[config.mk]
export PLATFORM = sky130hd
export DESIGN_NAME = keyed_watchdog
export DESIGN_NICKNAME = d
export VERILOG_FILES = /design/src/rtl/wdg_pkg.sv /design/src/rtl/wdg_keyregs.sv /design/src/rtl/wdg_divider.sv /design/src/rtl/wdg_downcounter.sv /design/src/rtl/keyed_watchdog.sv
export SDC_FILE = /design/constraint.sdc
export NUM_CORES = 1
export LEC_CHECK = 0
export ABC_AREA = 1
export BUFFER_PORTS_ARGS = -buffer_cell sky130_fd_sc_hd__buf_4
export CAP_MARGIN = 0
export CORE_AREA = 2 2 83 85
export CTS_BUF_LIST = sky130_fd_sc_hd__clkbuf_4 sky130_fd_sc_hd__clkbuf_8
export DETAILED_ROUTE_END_ITERATION = 7
export DIE_AREA = 0 0 85 87
export GPL_TIMING_DRIVEN = 0
export PLACE_DENSITY = 0.77
export SLEW_MARGIN = 20
export SYNTH_ARGS = -nofsm -noshare
export SYNTH_HDL_FRONTEND = slang
export SYNTH_SLANG_ARGS = --single-unit
[constraint.sdc]
create_clock -name clk -period 2.9 [get_ports clk]
set_input_delay 0.435 -clock clk [delete_from_list [all_inputs] [get_ports clk]]
set_output_delay 0.435 -clock clk [all_outputs]
set_load 0.02 [all_outputs]
[src/rtl/wdg_pkg.sv]
package wdg_pkg;
    localparam int CNT_W     = 12;
    localparam int KEY_W     = 16;
    localparam int PR_W      = 3;
    localparam int DIV_W     = 8;
    localparam int SHIFT_MIN = 2;

    localparam logic [KEY_W-1:0] KEY_ARM  = 16'hCCCC;
    localparam logic [KEY_W-1:0] KEY_FEED = 16'hAAAA;
    localparam logic [KEY_W-1:0] KEY_OPEN = 16'h5555;

    typedef enum logic [1:0] {
        SEL_KEY    = 2'd0,
        SEL_PRESC  = 2'd1,
        SEL_RELOAD = 2'd2,
        SEL_CTRL   = 2'd3
    } wsel_e;

    typedef struct packed {
        logic arm;
        logic feed;
        logic open;
    } key_cmd_t;

    typedef struct packed {
        logic [PR_W-1:0]  presc;
        logic [CNT_W-1:0] reload;
    } wdg_cfg_t;

    function automatic key_cmd_t decode_key(input logic [KEY_W-1:0] k);
        key_cmd_t c;
        c.arm  = (k == KEY_ARM);
        c.feed = (k == KEY_FEED);
        c.open = (k == KEY_OPEN);
        return c;
    endfunction

    function automatic logic [DIV_W-1:0] div_limit(input logic [PR_W-1:0] code);
        int sh;
        logic [DIV_W:0] one;
        sh = int'(code) + SHIFT_MIN;
        if (sh > DIV_W) sh = DIV_W;
        one = 1;
        return DIV_W'((one << sh) - 1'b1);
    endfunction
endpackage

[src/rtl/wdg_keyregs.sv]
module wdg_keyregs
    import wdg_pkg::*;
(
    input  logic             clk,
    input  logic             rst,
    input  logic             wr_en,
    input  logic [1:0]       wr_sel,
    input  logic [KEY_W-1:0] wr_data,
    input  logic             lsi_tick,
    output logic             running,
    output logic             load,
    output logic             clr_flag,
    output wdg_cfg_t         cfg,
    output logic             pr_busy,
    output logic             rl_busy
);
    key_cmd_t cmd;
    logic     key_wr, pr_wr, rl_wr, open_q;
    wdg_cfg_t act_q, shadow_q;

    assign key_wr   = wr_en && (wr_sel == SEL_KEY);
    assign cmd      = key_wr ? decode_key(wr_data) : '0;
    assign pr_wr    = wr_en && (wr_sel == SEL_PRESC)  && open_q;
    assign rl_wr    = wr_en && (wr_sel == SEL_RELOAD) && open_q;
    assign clr_flag = wr_en && (wr_sel == SEL_CTRL)   && wr_data[0];
    assign load     = cmd.arm || cmd.feed;

    always_ff @(posedge clk) begin
        if (rst) begin
            running <= 1'b0;
            open_q  <= 1'b0;
        end else begin
            if (cmd.arm) running <= 1'b1;
            if (key_wr)  open_q  <= cmd.open;
        end
    end

    always_ff @(posedge clk) begin
        if (rst) begin
            act_q.presc     <= '0;
            act_q.reload    <= '1;
            shadow_q.presc  <= '0;
            shadow_q.reload <= '1;
            pr_busy         <= 1'b0;
            rl_busy         <= 1'b0;
        end else begin
            if (lsi_tick && pr_busy) begin
                act_q.presc <= shadow_q.presc;
                pr_busy     <= 1'b0;
            end
            if (lsi_tick && rl_busy) begin
                act_q.reload <= shadow_q.reload;
                rl_busy      <= 1'b0;
            end
            if (pr_wr) begin
                if (running) begin
                    shadow_q.presc <= wr_data[PR_W-1:0];
                    pr_busy        <= 1'b1;
                end else begin
                    act_q.presc    <= wr_data[PR_W-1:0];
                end
            end
            if (rl_wr) begin
                if (running) begin
                    shadow_q.reload <= wr_data[CNT_W-1:0];
                    rl_busy         <= 1'b1;
                end else begin
                    act_q.reload    <= wr_data[CNT_W-1:0];
                end
            end
        end
    end

    assign cfg = act_q;

    // once armed, only rst disarms
    a_r1_stays_running: assert property (@(posedge clk) disable iff (rst)
        running |=> running);
    // a closed target keeps its active value
    a_r6_closed_ignored: assert property (@(posedge clk) disable iff (rst)
        (wr_en && wr_sel == SEL_RELOAD && !open_q && !rl_busy) |=> $stable(act_q.reload));
    // a pending update is applied by the next tick
    a_r7_busy_clears: assert property (@(posedge clk) disable iff (rst)
        (rl_busy && lsi_tick && !rl_wr) |=> !rl_busy);
endmodule

[src/rtl/wdg_divider.sv]
module wdg_divider
    import wdg_pkg::*;
(
    input  logic             clk,
    input  logic             rst,
    input  logic             tick_en,
    input  logic             clear,
    input  logic [PR_W-1:0]  code,
    output logic             stick
);
    logic [DIV_W-1:0] div_q, lim;
    logic             wrap;

    assign lim   = div_limit(code);
    assign wrap  = (div_q >= lim);
    assign stick = tick_en && wrap && !clear;

    always_ff @(posedge clk) begin
        if (rst || clear) div_q <= '0;
        else if (tick_en) div_q <= wrap ? '0 : div_q + 1'b1;
    end

    // without an enabled tick the divider holds
    a_r8_div_holds: assert property (@(posedge clk) disable iff (rst)
        (!tick_en && !clear) |=> $stable(div_q));
endmodule

[src/rtl/wdg_downcounter.sv]
module wdg_downcounter
    import wdg_pkg::*;
(
    input  logic             clk,
    input  logic             rst,
    input  logic             load,
    input  logic             stick,
    input  logic [CNT_W-1:0] reload,
    output logic [CNT_W-1:0] cnt,
    output logic             expire_now,
    output logic             req
);
    assign expire_now = stick && (cnt == '0) && !load;

    always_ff @(posedge clk) begin
        if (rst) begin
            cnt <= '1;
            req <= 1'b0;
        end else begin
            req <= expire_now;
            if (load)       cnt <= reload;
            else if (stick) cnt <= (cnt == '0) ? reload : cnt - 1'b1;
        end
    end

    // request lasts one cycle
    a_r3_single_pulse: assert property (@(posedge clk) disable iff (rst)
        req |=> !req);
    // a request follows a zero count
    a_r2_from_zero: assert property (@(posedge clk) disable iff (rst)
        $rose(req) |-> $past(cnt) == '0);
endmodule

[src/rtl/keyed_watchdog.sv]
module keyed_watchdog
    import wdg_pkg::*;
(
    input  logic        clk,
    input  logic        rst,
    input  logic        por,
    input  logic        lsi_tick,
    input  logic        dbg_freeze_en,
    input  logic        core_halted,
    input  logic        wr_en,
    input  logic [1:0]  wr_sel,
    input  logic [15:0] wr_data,
    output logic        running,
    output logic        pr_busy,
    output logic        rl_busy,
    output logic        wdg_reset_req,
    output logic        wdg_reset_flag
);
    wdg_cfg_t         cfg;
    logic             load, clr_flag, frozen, tick_en, stick, expire_now;
    logic [CNT_W-1:0] cnt;

    wdg_keyregs u_regs (
        .clk(clk), .rst(rst), .wr_en(wr_en), .wr_sel(wr_sel),
        .wr_data(wr_data[KEY_W-1:0]), .lsi_tick(lsi_tick),
        .running(running), .load(load), .clr_flag(clr_flag), .cfg(cfg),
        .pr_busy(pr_busy), .rl_busy(rl_busy)
    );

    assign frozen  = dbg_freeze_en && core_halted;
    assign tick_en = lsi_tick && running && !frozen;

    wdg_divider u_div (
        .clk(clk), .rst(rst), .tick_en(tick_en), .clear(load),
        .code(cfg.presc), .stick(stick)
    );

    wdg_downcounter u_cnt (
        .clk(clk), .rst(rst), .load(load), .stick(stick),
        .reload(cfg.reload), .cnt(cnt), .expire_now(expire_now),
        .req(wdg_reset_req)
    );

    always_ff @(posedge clk) begin
        if (por)             wdg_reset_flag <= 1'b0;
        else if (expire_now) wdg_reset_flag <= 1'b1;
        else if (clr_flag)   wdg_reset_flag <= 1'b0;
    end

    // no request unless armed
    a_r3_req_needs_running: assert property (@(posedge clk) disable iff (rst)
        wdg_reset_req |-> running);
    // the cause flag accompanies every request
    a_r9_flag_with_req: assert property (@(posedge clk) disable iff (rst || por)
        wdg_reset_req |-> wdg_reset_flag);
    // a frozen halt keeps the count
    a_r8_frozen_holds: assert property (@(posedge clk) disable iff (rst)
        (frozen && !load) |=> $stable(cnt));
endmodule

=== Word level (Yosys, flattened, before mapping) ===
Cells that the tools add are included.

* Output and inout bits: 5
* Bits in read-only memories: 0
* Memories: 0
* Register bits after elaboration: 56
* Input bits: 25
* Latch bits: 0
* RAM bits: 0
* Logic and storage cells: 71

* Reductions and logical operators: 26
* Multiplexer cells: 20
* Magnitude comparators: 2
* Div/mod/pow operators: 0
* Shift-type cells: 1
* $mul: 0
* Bitwise logic cells: 0
* Equal/unequal tests: 6
* Add/sub/neg operators: 4

{| class="wikitable"
|+ Operators by type and width
! operator !! number
|-
| two-way mux 12 bit || 6
|-
| equality test 16 bit (second input constant) || 2
|-
| > comparator 32 x 5 -> 1 bit (second input constant) || 1
|-
| two-way mux 32 bit || 1
|-
| left shift 1 x 32 -> 8 bit (first input constant) || 1
|-
| equality test 16 x 15 -> 1 bit (second input constant) || 1
|-
| logical AND 1 bit || 16
|-
| zero test 12 bit || 1
|-
| two-way mux 3 bit || 4
|-
| subtractor 12 x 1 -> 12 bit (second input constant) || 1
|-
| adder 8 x 1 -> 8 bit (second input constant) || 1
|-
| >= comparator 8 bit || 1
|-
| two-way mux 1 bit || 8
|-
| two-way mux 8 bit || 1
|-
| subtractor 8 x 1 -> 8 bit (second input constant) || 1
|-
| adder 3 x 2 -> 4 bit (second input constant) || 1
|-
| equality test 2 bit (second input constant) || 2
|-
| AND reduction 2 bit || 2
|-
| nonzero test 2 bit || 2
|-
| equality test 2 x 1 -> 1 bit (second input constant) || 1
|-
| zero test 1 bit || 2
|-
| zero test 2 bit || 1
|-
| logical OR 1 bit || 2
|}

=== Depth between registers and ports, before layout ===
* Depth after elaboration: 11
* Gate-level depth with buffers: 20

=== Hierarchy ===
Synthesis repeated with hierarchy kept, for this count alone.

* Cells, all modules: 489
* Area, all modules: 3326.9 um2

{| class="wikitable"
|+ Modules (own cells, without submodules)
! module !! times used !! seq. area each (um2) !! area each (um2) !! cells each
|-
| wdg_keyregs || 1 || 680.7 || 1627.8 || 232
|-
| wdg_downcounter || 1 || 260.2 || 938.4 || 153
|-
| wdg_divider || 1 || 160.2 || 711.9 || 97
|-
| keyed_watchdog || 1 || 20.0 || 48.8 || 7
|}

=== Least setup slack after synthesis ===
Ideal clock, no wire load.

* Path type: register to register
* Start: reg u_regs.act_q (netlist bit u_regs.cfg[13])
* End: reg u_cnt.cnt[10]
* Setup time: 58 ps
* Cell stages (with the launch flop): 20
* Path slack: 156 ps
* Buffers on the path: 1
* Clock period less this slack: 2744 ps
* Data arrival time: 2686 ps
* Path through: dfxtp_1 inv_1 ha_1 nor2_1 nand4_1 ha_1 nand2_1 xor2_1 inv_1 ha_1 nand2_1 nor2_1 nor2_1 nand2_1 nand2_1 buf_2 nand3_1 nand2_1 inv_1 nand2_1

* Word-level cells in the longest chain between the ends: 9

{| class="wikitable"
|+ Ends and longest elaborated chain
! element !! line !! RTL
|-
| start: declaration || wdg_keyregs.sv:19 || <nowiki>wdg_cfg_t act_q, shadow_q;</nowiki>
|-
| adder 3 x 2 -> 4 bit (*) || wdg_pkg.sv:41 || <nowiki>sh = int'(code) + SHIFT_MIN;</nowiki>
|-
| > comparator 32 x 5 -> 1 bit || wdg_pkg.sv:42 || <nowiki>if (sh > DIV_W) sh = DIV_W;</nowiki>
|-
| two-way mux 32 bit (*) || wdg_pkg.sv:42 ||
|-
| left shift 1 x 32 -> 8 bit (*) || wdg_pkg.sv:44 || <nowiki>return DIV_W'((one << sh) - 1'b1);</nowiki>
|-
| subtractor 8 x 1 -> 8 bit (*) || wdg_pkg.sv:44 ||
|-
| >= comparator 8 bit (*) || wdg_divider.sv:15 || <nowiki>assign wrap = (div_q >= lim);</nowiki>
|-
| logical AND 1 bit (*) (2 in a row) || wdg_divider.sv:16 || <nowiki>assign stick = tick_en && wrap && !clear;</nowiki>
|-
| nonzero test 2 bit (no line) (*) || - ||
|-
| end signal: assignment || wdg_downcounter.sv:21 || <nowiki>if (load) cnt <= reload;</nowiki>
|-
| end signal: assignment || wdg_downcounter.sv:22 || <nowiki>else if (stick) cnt <= (cnt == '0) ? reload : cnt - 1'b1;</nowiki>
|-
| end: declaration || wdg_downcounter.sv:9 || <nowiki>output logic [CNT_W-1:0] cnt,</nowiki>
|}

Mark *: on every way between the ends. The rest lies on a longest branch, timed or not.
A chain may end at the register's enable or synchronous reset.

=== Final worst setup path ===
* Start: reg u_regs.act_q (netlist bit u_regs.cfg[13])
* End: reg u_cnt.cnt[6]

Same word-level chain as after synthesis.

==> impl_metrics.env <==
export IMPL_portBuffers=28
export IMPL_cts_sinks=56
export IMPL_outcome="finished, final reports clean"
export IMPL_wl_per_cell_um=13.0
export IMPL_vias=3613
export IMPL_crit_path_max_fanout=5
export IMPL_final_nets=634
export IMPL_grt_pass1_vias=3199
export IMPL_critical_path_class="flip-flop to flip-flop"
export IMPL_viasPerCell=5.38
export IMPL_multi_input_comb_area_um2=2090
export IMPL_cts_buffers=5
export IMPL_timing_setup_tns_ps=0
export IMPL_syn_area_um2=3510
export IMPL_area_growth_pct=14.6
export IMPL_clk_pin_slew_ps=110
export IMPL_peakVddDrop_mv=0.211
export IMPL_fin_skew_ps=7.77
export IMPL_crit_path_end_kind="flip-flop"
export IMPL_drtIter0Drc=224
export IMPL_grt_pass1_wl_mm=14.4
export IMPL_pin_count=30
export IMPL_core_area_um2=6570
export IMPL_dp_cells=660
export IMPL_tritoncts="done"
export IMPL_htreeDepth=2
export IMPL_gr_total_overflow=0
export IMPL_clockBufferDepth=2
export IMPL_setup_viol=0
export IMPL_antenna_diode_count=0
export IMPL_fillers=595
export IMPL_reg2regPathDepth=22
export IMPL_seqCellArea_um2=1130
export IMPL_ctsHoldBuffers=0
export IMPL_fin_hold_ws_ps=267
export IMPL_slew_headroom_pct=50.9
export IMPL_period_needed_ps=2760
export IMPL_place_ws_ps=-316
export IMPL_min_path_cells=2
export IMPL_root_buffer="clkbuf_8"
export IMPL_r2r_slack_ps=140
export IMPL_die_height_um=87
export IMPL_p_per_area_nw_per_um2=330
export IMPL_postSynthCellCount=552
export IMPL_slew_violations=0
export IMPL_start_kind="flip-flop"
export IMPL_initial_core_util_pct=53.4
export IMPL_cap_violations=0
export IMPL_ant_nets=0
export IMPL_die_area_um2=7400
export IMPL_grt_max_degree=18
export IMPL_p_leak_nw=2.02
export IMPL_cp_arrival_ps=2990
export IMPL_instances_no_fill=672
export IMPL_grt_usage_pct=23.9
export IMPL_hold_end="wdg_reset_flag"
export IMPL_routed_wl_mm=8.72
export IMPL_tightestPinTransition_ps=730
export IMPL_hold_start="por"
export IMPL_ys_warn_count=0
export IMPL_power_w=0.00133
export IMPL_fin_crit_sh_pct=95.0
export IMPL_synth_nets=594
export IMPL_drive_gt1_share_pct=12.3
export IMPL_cp_data_required_time_ps=3130
export IMPL_fin_ws_ps=144
export IMPL_gp_congestion=0.941
export IMPL_mostFrequentLayoutCell="nand2_1"
export IMPL_synth_yosys_seq_area_share_pct=31.9
export IMPL_synth_cell_types=28
export IMPL_r2r_start="u_regs.cfg[13]"
export IMPL_die_x_um=85
export IMPL_detailed_place_hpwl_mm=6.55
export IMPL_row_count=30
export IMPL_maxClockFrequency_mhz=363
export IMPL_synth_seq_cells=56
export IMPL_worstHoldPathType="primary input to flip-flop"
export IMPL_layout_common_cells="154 x nand2_1, 73 x inv_1, 59 x nor2_1, 58 x nand3_1, 54 x dfxtp_1"
export IMPL_grt_antenna_before_repair=0
export IMPL_rr_endpoint="u_cnt.cnt[6]"
export IMPL_first_pass_iters=5
export IMPL_drcViolationCount=0
export IMPL_hold_viol_final=0
export IMPL_avgSynthCellArea_um2=6.36
export IMPL_clock_latency_ps=320
[worst max-delay path: stages (launching register included)]
cell,delay [ps]
dfxtp_4,380
buf_4,150
ha_1,200
inv_2,70
o21ai_1,80
nand2_1,120
ha_2,210
xnor2_1,120
inv_1,70
ha_1,270
nand2_1,60
nor2_1,100
nor2_1,40
nand2_1,60
nand2_2,70
nand2_2,90
nand2_4,90
buf_4,150
buf_4,120
nand3_1,60
nand2_1,50
inv_1,60
nand2_1,40
[state kept, by name, indices dropped and copies added (netlist names)]
| register | count |
|---|---|
| u_div.div_q | 8 |
| u_cnt.cnt | 12 |
| u_regs.shadow_q | 15 |
| u_regs.pr_busy | 1 |
| wdg_reset_flag | 1 |
| u_cnt.req | 1 |
| u_regs.open_q | 1 |
| u_regs.cfg | 15 |
| u_regs.rl_busy | 1 |
| u_regs.running | 1 |
[per-layer routing]
metal / share of wire [%] / vias to the layer above / wire length (um) / GRT usage, %
li1: - / 1863 / - / -
met1: 46 / 1624 / 4030 / 30.9
met2: 48 / 108 / 4140 / 41.5
met3: 4.3 / 18 / 372 / 3.03
met4: 2.0 / 0 / 174 / 7.50
met5: 0 / - / 0 / 0
[cells in the mapped netlist, drive strengths merged]
master,n,share of area (%)
nand2,160,17
nor3,9,1.4
nor2,68,8.0
buf,6,1.1
a21o,2,0.43
nand3,60,8.8
o21ai,20,2.9
o211ai,26,5.6
o31a,1,0.25
a21oi,20,2.9
xnor2,3,0.75
nand4,5,0.89
dfxtp,56,32
a31oi,1,0.18
inv,79,8.4
ha,17,6.1
clkbuf,8,0.86
nor4,3,0.53
xor2,5,1.2
nand3b,3,0.64
[stage by stage]
step	instance area, um^2	util, %
3_5_place_dp	3820	58.2
2_1_floorplan	3510	-
5_1_grt	4020	61.3
3_3_place_gp	3820	58.2
4_1_cts	3930	59.8
6_report	4020	61.3
[where the power goes]
group          total (W)  switching (W)  leakage (nW)  internal [W]
Sequential      0.000772     0.00000212         0.454      0.000770
Combinational   0.000110      0.0000688          1.52     0.0000411
Clock           0.000446       0.000277        0.0406      0.000169
Total            0.00133       0.000348          2.02      0.000980
[worst max path at each step]
| stage | end | cells past startpoint | startpoint |
|---|---|---|---|
| after global routing | u_cnt.cnt[3] | 19 | u_regs.cfg[13] |
| after detailed placement | u_cnt.cnt[8] | 19 | u_regs.cfg[13] |
| after floorplan | u_cnt.cnt[10] | 19 | u_regs.cfg[13] |
| final | u_cnt.cnt[6] | 22 | u_regs.cfg[13] |
| after global placement | u_cnt.cnt[8] | 19 | u_regs.cfg[13] |
| after CTS | u_cnt.cnt[3] | 19 | u_regs.cfg[13] |
[layout make-up]
type                    count  share of cell area, %
inverters                  79                   7.37
repair buffers             33                   6.09
multi-input cells         403                   52.0
plain buffers              14                   1.87
clock buffers               5                   1.71
flip-flops and latches     56                   28.0
well taps                  80                   2.49
clock inverters             2                  0.404
[logic make-up (layout without fill, tap and decap cells)]
logic type | count (synthesis) | count (layout) | synth area share, %
AO/OA/AOI/OAI | 70 | 70 | 12.1
XOR/XNOR | 8 | 8 | 2.00
adder cells (fa/ha/maj) | 17 | 17 | 6.06
buffers and inverters | 93 | 133 | 10.4
flip-flops | 56 | 56 | 31.9
AND/OR/NAND/NOR | 308 | 308 | 37.5
[repair_timing]
action                     4_1_cts  5_1_grt
pin swaps                        0       10
buffers inserted                 0        4
gates resized for setup          8       18
setup endpoints to repair       20       20
gates cloned                     0        1
(Power assumes the default switching activity.)
